**src/rtl/vcode_pkg.sv**
```systemverilog
// Shared types and constants for the adaptive voltage code sequencer.
// Assumes an 8-bit byte interface on the I2C master side.
package vcode_pkg;

    typedef enum logic [3:0] {
        S_IDLE,
        S_START,
        S_ADDR,
        S_REGIDX,
        S_DATA,
        S_STOP,
        S_END,
        S_DONE,
        S_AL_START,
        S_AL_XFER,
        S_NACK,
        S_ERR_STOP,
        S_ERR_END,
        S_FATAL
    } seq_state_e;

    localparam logic [7:0] SLV_WRITE_ADDR = 8'h60;
    localparam logic [7:0] VID_REG_IDX    = 8'h54;

    localparam int IE_DTE  = 0;
    localparam int IE_WAIT = 1;
    localparam int IE_NACK = 2;
    localparam int IE_W    = 3;

endpackage

```
**src/rtl/vcode_lut.sv**
```systemverilog
// Process code to voltage ID lookup.
// Entry 0 has code zero; entry i>0 has code with only bit i-1 set.
// Entry i maps to VID_TOP - i. Unmatched codes return VID_TOP.
// Assumes N_ENT-1 <= CODE_W so every entry code fits.
module vcode_lut #(
    parameter int         CODE_W  = 9,
    parameter int         N_ENT   = 8,
    parameter logic [7:0] VID_TOP = 8'h53
) (
    input  logic [CODE_W-1:0] code_i,
    output logic [7:0]        vid_o
);

    logic [N_ENT-1:0] hit;
    logic [7:0]       ent_vid [N_ENT];

    for (genvar i = 0; i < N_ENT; i++) begin : g_ent
        localparam logic [CODE_W-1:0] KEY = CODE_W'((1 << i) >> 1);
        assign hit[i]     = (code_i == KEY);
        assign ent_vid[i] = 8'(VID_TOP - 8'(i));
    end

    // Select the matching entry's ID, default to the top entry.
    always_comb begin
        vid_o = VID_TOP;
        for (int i = 0; i < N_ENT; i++) begin
            if (hit[i]) vid_o = ent_vid[i];
        end
    end

endmodule

```
**src/rtl/vcode_rise.sv**
```systemverilog
// Rising edge detector for a set of status flags.
// Assumes flags are synchronous to clk.
module vcode_rise #(
    parameter int N = 2
) (
    input  logic         clk,
    input  logic         rst_n,
    input  logic [N-1:0] flag_i,
    output logic [N-1:0] rise_o
);

    logic [N-1:0] flag_q;

    // Remember last cycle's flag levels.
    always_ff @(posedge clk) begin
        if (!rst_n) flag_q <= '0;
        else        flag_q <= flag_i;
    end

    assign rise_o = flag_i & ~flag_q;

endmodule

```
**src/rtl/vcode_fsm.sv**
```systemverilog
// Write-and-recover state machine for the voltage sequencer.
// Issues the register write over the master command interface.
// Recovers from arbitration loss and NACK, with MAX_RETRY retries.
// Assumes progress flags arrive as single-cycle rise pulses and
// that fault flags are levels cleared through the clear commands.
module vcode_fsm
    import vcode_pkg::*;
#(
    parameter int         MAX_RETRY = 1,
    parameter logic [7:0] DEF_VID   = 8'h53
) (
    input  logic            clk,
    input  logic            rst_n,
    input  logic            go_i,
    input  logic [7:0]      lut_vid_i,
    input  logic            dte_rise_i,
    input  logic            wait_rise_i,
    input  logic            busy_i,
    input  logic            al_i,
    input  logic            nack_i,
    output logic            enable_o,
    output logic            start_o,
    output logic            stop_o,
    output logic            wr_o,
    output logic [7:0]      wdata_o,
    output logic            clr_wait_o,
    output logic            clr_al_o,
    output logic            clr_nack_o,
    output logic [IE_W-1:0] ie_o,
    output logic [7:0]      vid_o,
    output logic            done_pulse_o,
    output logic            done_o,
    output logic            fatal_o
);

    localparam int RW = (MAX_RETRY < 1) ? 1 : $clog2(MAX_RETRY + 1);

    seq_state_e      state_q;
    seq_state_e      fault_tgt;
    logic [RW-1:0]   retry_q;
    logic            in_xfer;
    logic            fault;
    logic            exhausted;

    // Decode fault presence and the recovery target for this state.
    always_comb begin
        in_xfer   = (state_q == S_ADDR) || (state_q == S_REGIDX) ||
                    (state_q == S_DATA) || (state_q == S_STOP);
        fault     = in_xfer && (al_i || nack_i);
        exhausted = (retry_q >= RW'(MAX_RETRY));
        if (al_i) fault_tgt = (state_q == S_ADDR) ? S_AL_START : S_AL_XFER;
        else      fault_tgt = S_NACK;
    end

    // Sequence state, commands and result flags.
    always_ff @(posedge clk) begin
        if (!rst_n) begin
            state_q      <= S_IDLE;
            retry_q      <= '0;
            enable_o     <= 1'b0;
            start_o      <= 1'b0;
            stop_o       <= 1'b0;
            wr_o         <= 1'b0;
            wdata_o      <= 8'h00;
            clr_wait_o   <= 1'b0;
            clr_al_o     <= 1'b0;
            clr_nack_o   <= 1'b0;
            ie_o         <= '0;
            vid_o        <= 8'h00;
            done_pulse_o <= 1'b0;
            done_o       <= 1'b0;
            fatal_o      <= 1'b0;
        end else begin
            start_o      <= 1'b0;
            stop_o       <= 1'b0;
            wr_o         <= 1'b0;
            clr_wait_o   <= 1'b0;
            clr_al_o     <= 1'b0;
            clr_nack_o   <= 1'b0;
            done_pulse_o <= 1'b0;
            if (fault) begin
                if (exhausted) begin
                    state_q  <= S_FATAL;
                    fatal_o  <= 1'b1;
                    enable_o <= 1'b0;
                end else begin
                    state_q  <= fault_tgt;
                end
            end else begin
                unique case (state_q)
                    S_IDLE: begin
                        if (go_i) begin
                            vid_o   <= lut_vid_i;
                            state_q <= S_START;
                        end
                    end
                    S_START: begin
                        enable_o <= 1'b1;
                        ie_o     <= '1;
                        start_o  <= 1'b1;
                        state_q  <= S_ADDR;
                    end
                    S_ADDR: begin
                        if (dte_rise_i) begin
                            ie_o[IE_DTE] <= 1'b0;
                            wr_o         <= 1'b1;
                            wdata_o      <= SLV_WRITE_ADDR;
                            state_q      <= S_REGIDX;
                        end
                    end
                    S_REGIDX: begin
                        if (wait_rise_i) begin
                            wr_o       <= 1'b1;
                            wdata_o    <= VID_REG_IDX;
                            clr_wait_o <= 1'b1;
                            state_q    <= S_DATA;
                        end
                    end
                    S_DATA: begin
                        if (wait_rise_i) begin
                            wr_o       <= 1'b1;
                            wdata_o    <= vid_o;
                            clr_wait_o <= 1'b1;
                            state_q    <= S_STOP;
                        end
                    end
                    S_STOP: begin
                        if (wait_rise_i) begin
                            stop_o     <= 1'b1;
                            clr_wait_o <= 1'b1;
                            state_q    <= S_END;
                        end
                    end
                    S_END: begin
                        if (!busy_i) begin
                            enable_o     <= 1'b0;
                            done_pulse_o <= 1'b1;
                            done_o       <= 1'b1;
                            state_q      <= S_DONE;
                        end
                    end
                    S_AL_START: begin
                        clr_al_o <= 1'b1;
                        wr_o     <= 1'b1;
                        wdata_o  <= DEF_VID;
                        state_q  <= S_ERR_STOP;
                    end
                    S_AL_XFER: begin
                        clr_al_o <= 1'b1;
                        state_q  <= S_ERR_STOP;
                    end
                    S_NACK: begin
                        stop_o        <= 1'b1;
                        ie_o[IE_WAIT] <= 1'b0;
                        ie_o[IE_DTE]  <= 1'b0;
                        clr_nack_o    <= 1'b1;
                        state_q       <= S_ERR_END;
                    end
                    S_ERR_STOP: begin
                        if (wait_rise_i) begin
                            stop_o     <= 1'b1;
                            clr_wait_o <= 1'b1;
                            state_q    <= S_ERR_END;
                        end
                    end
                    S_ERR_END: begin
                        if (!busy_i) begin
                            enable_o <= 1'b0;
                            retry_q  <= retry_q + 1'b1;
                            state_q  <= S_START;
                        end
                    end
                    S_DONE:  state_q <= S_DONE;
                    S_FATAL: state_q <= S_FATAL;
                    default: state_q <= S_IDLE;
                endcase
            end
        end
    end

endmodule

```
**src/rtl/vcode_seq.sv**
```systemverilog
// Top of the adaptive voltage code sequencer.
// Looks up the voltage ID from the fuse code and writes it to the
// regulator through a byte-oriented I2C master command interface.
// Assumes all status inputs are synchronous to clk.
module vcode_seq #(
    parameter int         PARAM_W   = 32,
    parameter int         CODE_W    = 9,
    parameter int         N_ENT     = 8,
    parameter logic [7:0] VID_TOP   = 8'h53,
    parameter int         MAX_RETRY = 1
) (
    input  logic               clk,
    input  logic               rst_n,
    input  logic               go_i,
    input  logic [PARAM_W-1:0] fuse_param_i,
    input  logic               st_wait_i,
    input  logic               st_dte_i,
    input  logic               st_busy_i,
    input  logic               st_al_i,
    input  logic               st_nack_i,
    output logic               m_enable_o,
    output logic               m_start_o,
    output logic               m_stop_o,
    output logic               m_wr_o,
    output logic [7:0]         m_wdata_o,
    output logic               m_clr_wait_o,
    output logic               m_clr_al_o,
    output logic               m_clr_nack_o,
    output logic [2:0]         m_ie_o,
    output logic [7:0]         vid_o,
    output logic               done_pulse_o,
    output logic               done_o,
    output logic               fatal_o
);

    logic [7:0] lut_vid;
    logic [1:0] rise;
    logic       unused_hi;

    assign unused_hi = ^fuse_param_i[PARAM_W-1:CODE_W];

    vcode_lut #(
        .CODE_W  (CODE_W),
        .N_ENT   (N_ENT),
        .VID_TOP (VID_TOP)
    ) u_lut (
        .code_i (fuse_param_i[CODE_W-1:0]),
        .vid_o  (lut_vid)
    );

    vcode_rise #(
        .N (2)
    ) u_rise (
        .clk    (clk),
        .rst_n  (rst_n),
        .flag_i ({st_wait_i, st_dte_i}),
        .rise_o (rise)
    );

    vcode_fsm #(
        .MAX_RETRY (MAX_RETRY),
        .DEF_VID   (VID_TOP)
    ) u_fsm (
        .clk          (clk),
        .rst_n        (rst_n),
        .go_i         (go_i),
        .lut_vid_i    (lut_vid),
        .dte_rise_i   (rise[0]),
        .wait_rise_i  (rise[1]),
        .busy_i       (st_busy_i),
        .al_i         (st_al_i),
        .nack_i       (st_nack_i),
        .enable_o     (m_enable_o),
        .start_o      (m_start_o),
        .stop_o       (m_stop_o),
        .wr_o         (m_wr_o),
        .wdata_o      (m_wdata_o),
        .clr_wait_o   (m_clr_wait_o),
        .clr_al_o     (m_clr_al_o),
        .clr_nack_o   (m_clr_nack_o),
        .ie_o         (m_ie_o),
        .vid_o        (vid_o),
        .done_pulse_o (done_pulse_o),
        .done_o       (done_o),
        .fatal_o      (fatal_o)
    );

endmodule

```
**config.mk**
```make
export PLATFORM = sky130hd
export DESIGN_NAME = vcode_seq
export DESIGN_NICKNAME = d
export VERILOG_FILES = /design/src/rtl/vcode_pkg.sv /design/src/rtl/vcode_lut.sv /design/src/rtl/vcode_rise.sv /design/src/rtl/vcode_fsm.sv /design/src/rtl/vcode_seq.sv
export SDC_FILE = /design/constraint.sdc
export NUM_CORES = 1
export LEC_CHECK = 0
export ABC_AREA = 1
export ABC_CLOCK_PERIOD_IN_PS = 2570
export BUFFER_PORTS_ARGS = -buffer_cell sky130_fd_sc_hd__buf_2
export CAP_MARGIN = 20
export CELL_PAD_IN_SITES_DETAIL_PLACEMENT = 0
export CELL_PAD_IN_SITES_GLOBAL_PLACEMENT = 1
export CORE_MARGIN = 2
export CORE_UTILIZATION = 30
export CTS_CLUSTER_SIZE = 20
export DETAILED_ROUTE_END_ITERATION = 8
export GPL_TIMING_DRIVEN = 0
export HOLD_SLACK_MARGIN = 0.02
export PLACE_DENSITY_LB_ADDON = 0.05
export SYNTH_ARGS = -nofsm -noshare
export SYNTH_HDL_FRONTEND = slang
export SYNTH_SLANG_ARGS = --single-unit
```
**constraint.sdc**
```tcl
create_clock -name clk -period 2.57 [get_ports clk]
set_clock_uncertainty 0.05 [all_clocks]
set_input_delay 0.1285 -clock clk [delete_from_list [all_inputs] [get_ports clk]]
set_output_delay 0.1285 -clock clk [all_outputs]
set_load 0.05 [all_outputs]
```
==> flow_metrics.tcl, run 1 <==
set metrics [dict create \
    p_int_mw 1.166 \
    start_kind "flop" \
    path_cells "inv_2 -> nor2_1 -> nand2_1 -> o21ai_0 -> nor2_1 -> nand3_1 -> nand2_1 -> nand2_1 -> nor2_1" \
    yosys-top-cells-area "dfxtp_1 37%, nand2_1 12%, nor2_1 8.8%" \
    synthCells 264 \
    overflow 0 \
    crit_family "simple AND/OR/NAND/NOR gates" \
    crit_type "reg2reg" \
    clk_path_buf_depth 2 \
    routed-via-count 1743 \
    synth_edf_count 0 \
    start_util_pct 31.41 \
    max_cap_viol_count 0 \
    rsz0062_at_grt "false" \
    setup_violations 0 \
    syn_to_final_growth_pct 24.51 \
    drive_gt1_share_pct 25.16 \
    whs_ns 0.1205 \
    sw_frac_of_total_pct 50.16 \
    postCtsSetupRepairBufs 0 \
    grtUsageTotal_pct 16.24 \
    cts_max_level 2 \
    worstMarginPinSlew_ns 0.5478 \
    slew_viol_final 0 \
    cts_hold_buf 3 \
    finalCritPeriodShare_pct 66.01 \
    powerDensity_nw_per_um2 1080 \
    power_frac_seq_pct 30.2 \
    synth_seq_cells 32 \
    async_reset_ff_share_pct 0 \
    crit_path_end_kind "flop" \
    fin_nets 357 \
    ys_seq_area_share_pct 36.81 \
    rows 27 \
    viasPerCell 4.469 \
    min_path_type "in2reg" \
    synth.avg_cell_area_um2 6.592 \
    die_h_um 80.17 \
    numPortBuffers 41 \
    fin_total_pwr_mw 2.340 \
    cts_tree "yes" \
    period_needed_ns 1.697 \
    ant_nets 0 \
    synth_top_cell_area_share_pct 36.81 \
    max_stage_delay_ns 0.51 \
    cts_buffers 5 \
    slew-limit-headroom_pct 63.48 \
    grt_start_max_net_pins 11 \
    ys.flop_type "dfxtp_1" \
    critPathSlowestCell "dfxtp_1" \
    yosysTopAreaCell "dfxtp_1" \
    first_global_vias 1635 \
    critPathArrivalTime_ns 1.83 \
    drt_iter0_markers 116 \
    synth_cell_types 31 \
    antenna_found_initial 0 \
    dp.cells 379 \
    core_um2 5540 \
    clock_latency_ns 0.29 \
    wire_per_inst_um 12.04 \
    fin_tns_setup_ns 0 \
    ios 69 \
    clockPowerShare_pct 17.6 \
    leakagePower_nw 1.134 \
    syn-cell-area_um2 1740 \
    dieArea_um2 6426 \
    dp_hpwl_um 3597 \
    first_pass_iters 4 \
    place.gp.congestion 0.8266 \
    cts_resized 0 \
    yosysWarnings 0 \
    p_sw_mw 1.174 \
    pwr-share-comb_pct 52.2 \
    die_width_um 80.17 \
    cp.required_ns 2.70 \
    run_status "finished clean" \
    final_cell_count_no_fill 390 \
    antennaDiodeCount 0 \
    peakVddDrop_mv 0.4419 \
    final_hold_viol_count 0 \
    clk_pin_slew_worst_paths_ns 0.07 \
    drcViolationCount 0 \
    cts_root_buf "clkbuf_8" \
    clock_sinks 32 \
    max_freq_ghz 0.5894 \
    grt_pass1_wl_um 8017 \
    cp_max_fo 7 \
    drt-total-wl_um 4695 \
    worstPathBufferInverterCount 1 \
]
==> final cells by class <==
type	instances	area (um^2)
Inverter	35	133.9
Tap cell	72	90.09
Clock inverter	1	7.507
Buffer	9	65.06
Sequential cell	32	640.6
Timing Repair Buffer	44	235.2
Fill cell	639	3373
Clock buffer	7	86.33
Multi-Input combinational cell	190	908.4
==> flip-flops by register name, indices dropped and copies added (netlist names), 2 cells and up <==
name and count:
u_fsm.vid_o 5, u_rise.flag_q 2, u_fsm.ie_o 3, u_fsm.state_q 4
u_fsm.wdata_o 7
==> through the flow <==
step | utilization (%) | instance area, um^2 | setup slack [ns]
after detailed placement | 36.88 | 2043 | 0.8831
after CTS | 39.11 | 2167 | 0.8679
after global placement | 36.88 | 2043 | 0.8513
after global routing | 39.11 | 2167 | 0.6892
after floorplan | - | 1748 | 1.177
final | 39.11 | 2167 | 0.8734
==> power by group through the flow <==
stage          clock [mW]  combinational (mW)  sequential (mW)
2_1_floorplan           0               0.632             1.03
6_report            0.411                1.22            0.706
4_1_cts             0.430                1.23            0.708
5_1_grt             0.443                1.35            0.721
3_3_place_gp            0                1.23            0.718
3_5_place_dp            0                1.23            0.716
==> cell usage after synthesis (all sizes together) (2+ instances only) <==
master,n
nand4,7
dfxtp,32
o211ai,2
buf,7
a21oi,19
or2,3
nand3,19
nor3,6
nand2,65
inv,35
clkbuf,2
o21ai,15
nor2,46
==> path summary, 6_finish.rpt <==
path / from / to / slack, ns / cells after the start
worst min-delay path: rst_n / u_fsm.vid_o[4] / 0.12 / 3
worst max register to register: u_fsm.state_q[1] / u_fsm.state_q[1] / 0.87 / 9
worst min register to register: u_fsm.fatal_o / u_fsm.fatal_o / 0.40 / 2
worst max-delay path: u_fsm.state_q[1] / u_fsm.state_q[1] / 0.87 / 9
==> routing by layer <==
layer | share of wire [%] | GRT usage (%) | up-vias
met1 | 51 | 22.47 | 755
met2 | 42 | 24.25 | 39
met4 | 1.5 | 6.102 | 0
met3 | 5.4 | 3.933 | 7
li1 | - | - | 942
met5 | 0 | 0 | -
==> logic make-up after synthesis <==
group                  share of synthesized area [%]
AOI/OAI and AO/OA                              12.44
buffers and inverters                          11.43
DFF                                            36.81
other                                         0.2155
and+or+nand+nor                                39.11
==> worst reg2reg max path: cells and delay by family, from the launching register on <==
kind | cells | cell delay [ns]
and+or+nand+nor | 7 | 0.74
DFF | 1 | 0.51
AOI/OAI and AO/OA | 1 | 0.16
buffers and inverters | 1 | 0.12
==> layout by cell type (no fill, tap or decap), types with 2 or more instances in the layout <==
cell type      instances
o21ai_1                3
nand3_1               17
inv_2                  4
inv_1                 30
nand3_2                2
dlygate4sd3_1          3
clkbuf_1               3
nand2_4                2
clkbuf_8               6
nor2_2                 3
nor3_1                 6
buf_6                  2
buf_4                  4
nand2_2                6
o21ai_0               11
or2_2                  3
conb_1                 3
buf_2                 42
o211ai_1               2
nor2_4                 2
nor2_1                41
nand2_1               57
nand4_1                7
a21oi_1               18
dfxtp_1               32
(Power assumes the default switching activity.)
==> run 2, diff against run 1 <==
Settings changed: ABC_CLOCK_PERIOD_IN_PS 2570 to 1700.
Clock period 2.57 ns to 1.7 ns, I/O delays scaled along.
==> run 2 against run 1 <==
- worst setup slack worse by 0.76 ns
- final cell count increased by 1.3%
- global-route usage stayed put
- via count increased by 1.1%
- flip-flop and latch count unchanged
- largest power group unchanged
- non-clock buffer count up 5
- first-iteration DRC count fell by 9.5%
- combinational power rose by 57%
- count of clock-buffer cells in the layout unchanged
- highest routed layer unchanged
- total power up 55%
- fmax increased by 7.1%
==> flow_metrics.tcl, run 2 (synthesis results as in run 1) <==
set metrics [dict create \
    drt_iter0_markers 105 \
    whs_ns 0.07712 \
    clk_pin_slew_worst_paths_ns 0.07 \
    grtUsageTotal_pct 16.24 \
    leakagePower_nw 1.176 \
    overflow 0 \
    ant_nets 0 \
    viasPerCell 4.463 \
    cts_max_level 2 \
    drt-total-wl_um 4724 \
    layout_common_cells "56 x nand2_1, 42 x buf_2, 41 x nor2_1, 30 x inv_1, 29 x dfxtp_1" \
    utilization_pct 40.33 \
    period_needed_ns 1.584 \
    powerDensity_nw_per_um2 1621 \
    p_int_mw 1.813 \
    setup_slack_ns 0.1156 \
    drive_gt1_share_pct 28.48 \
    finalCritPeriodShare_pct 93.20 \
    dieArea_um2 6426 \
    cp_max_fo 10 \
    routed-via-count 1763 \
    largest_reg_flops 7 \
    cp.required_ns 1.86 \
    clk_path_buf_depth 2 \
    run_status "finished clean" \
    first_pass_iters 4 \
    wire_per_inst_um 11.96 \
    cts_root_buf "clkbuf_8" \
    crit_type "reg2reg" \
    clock_latency_ns 0.29 \
    slew_viol_final 0 \
    dp_slack_ns 0.01306 \
    max_freq_ghz 0.6311 \
    die_width_um 80.17 \
    start_util_pct 31.41 \
    clockPowerShare_pct 17.2 \
    critPathArrivalTime_ns 1.75 \
    antenna_found_initial 0 \
    power_frac_seq_pct 29.9 \
    final_hold_viol_count 0 \
    pwr-share-comb_pct 52.9 \
    crit_path_end_kind "flop" \
    postPlaceCellArea_um2 2043 \
    regMostFlops "u_fsm.wdata_o" \
    stdcell_area_um2 2235 \
    slew-limit-headroom_pct 63.65 \
    setup_violations 0 \
    whs_path_depth 3 \
    max_cap_viol_count 0 \
    place.gp.congestion 0.8266 \
    dp_hpwl_um 3597 \
    worstMarginPinSlew_ns 0.5452 \
    clock_sinks 32 \
    cts_tree "yes" \
    fin_nets 362 \
    grt_start_max_net_pins 11 \
    die_h_um 80.17 \
    cts_buffers 5 \
    ios 69 \
    numPortBuffers 41 \
    ff2ff_path_depth 10 \
    sw_frac_of_total_pct 49.95 \
    first_global_vias 1635 \
    reg_top3 "u_fsm.wdata_o: 7 flops, u_fsm.vid_o: 5 flops, u_fsm.state_q: 4 flops" \
    min_path_type "in2reg" \
    grt_pass1_wl_um 8017 \
    antennaDiodeCount 0 \
    start_kind "flop" \
    rows 27 \
    p_sw_mw 1.810 \
    core_um2 5540 \
    final_common_cell "nand2_1" \
    fin_total_pwr_mw 3.623 \
    peakVddDrop_mv 0.6745 \
    drcViolationCount 0 \
    syn_to_final_growth_pct 28.40 \
    fillers 632 \
]
==> run 2: worst paths after layout <==
path / start / end / slack [ns]
worst max-delay path: u_fsm.state_q[2] / u_fsm.state_q[2] / 0.12
worst min-delay path: rst_n / u_fsm.vid_o[4] / 0.08
worst max register to register: u_fsm.state_q[2] / u_fsm.state_q[2] / 0.12
worst min register to register: u_fsm.fatal_o / u_fsm.fatal_o / 0.40
==> run 2: power groups by stage <==
| stage | registers (mW) | clock network [mW] | logic, mW |
|---|---|---|---|
| 6_report | 1.08 | 0.624 | 1.92 |
| 5_1_grt | 1.10 | 0.670 | 2.12 |
| 4_1_cts | 1.07 | 0.650 | 1.86 |
| 3_5_place_dp | 1.08 | 0 | 1.85 |
| 3_3_place_gp | 1.09 | 0 | 1.86 |
| 2_1_floorplan | 1.56 | 0 | 0.955 |
==> run 2: final cells by class <==
type / count / area (um^2) / area share (%)
well taps: 72 / 90.09 / 4.031
inverters: 35 / 133.9 / 5.991
flip-flops and latches: 32 / 644.4 / 28.84
clock inverters: 1 / 7.507 / 0.3359
multi-input cells: 190 / 934.6 / 41.83
plain buffers: 9 / 65.06 / 2.912
clock buffers: 7 / 86.33 / 3.863
repair buffers: 49 / 272.8 / 12.21
==> run 2: what timing repair did <==
item / in CTS / in global routing
setup endpoints to repair: 1 / 18
setup buffers: 0 / 5
pin swaps: 0 / 3
hold buffers: 3 / 0
gates resized for setup: 1 / 10
endpoints found under the hold margin: 4 / 0
cloned: 0 / 0
==> run 2: stage by stage <==
step / TNS, ns / cells
detailed placement: 0 / 379
floorplan: 0 / 266
global route: -0.0001075 / 395
global placement: -0.02670 / 379
CTS: 0 / 390
finish: 0 / 395
==> run 2: critical path, stage by stage, from the launching register on <==
cell and delay (ns):
dfxtp_1 0.32, buf_6 0.14, inv_2 0.06, nor2_4 0.22, nand2_4 0.10, nand3_2 0.12, nand2_4 0.10, buf_6 0.16
nand2_2 0.07, nand2_1 0.05, a21oi_1 0.12
==> run 2: per-layer routing <==
metal	track usage (%)	part of all wire [%]	vias to the layer above
met5	0	0	-
met4	6.102	1.7	0
met3	3.933	5.2	7
met2	24.25	42	39
met1	22.47	51	761
li1	-	-	956
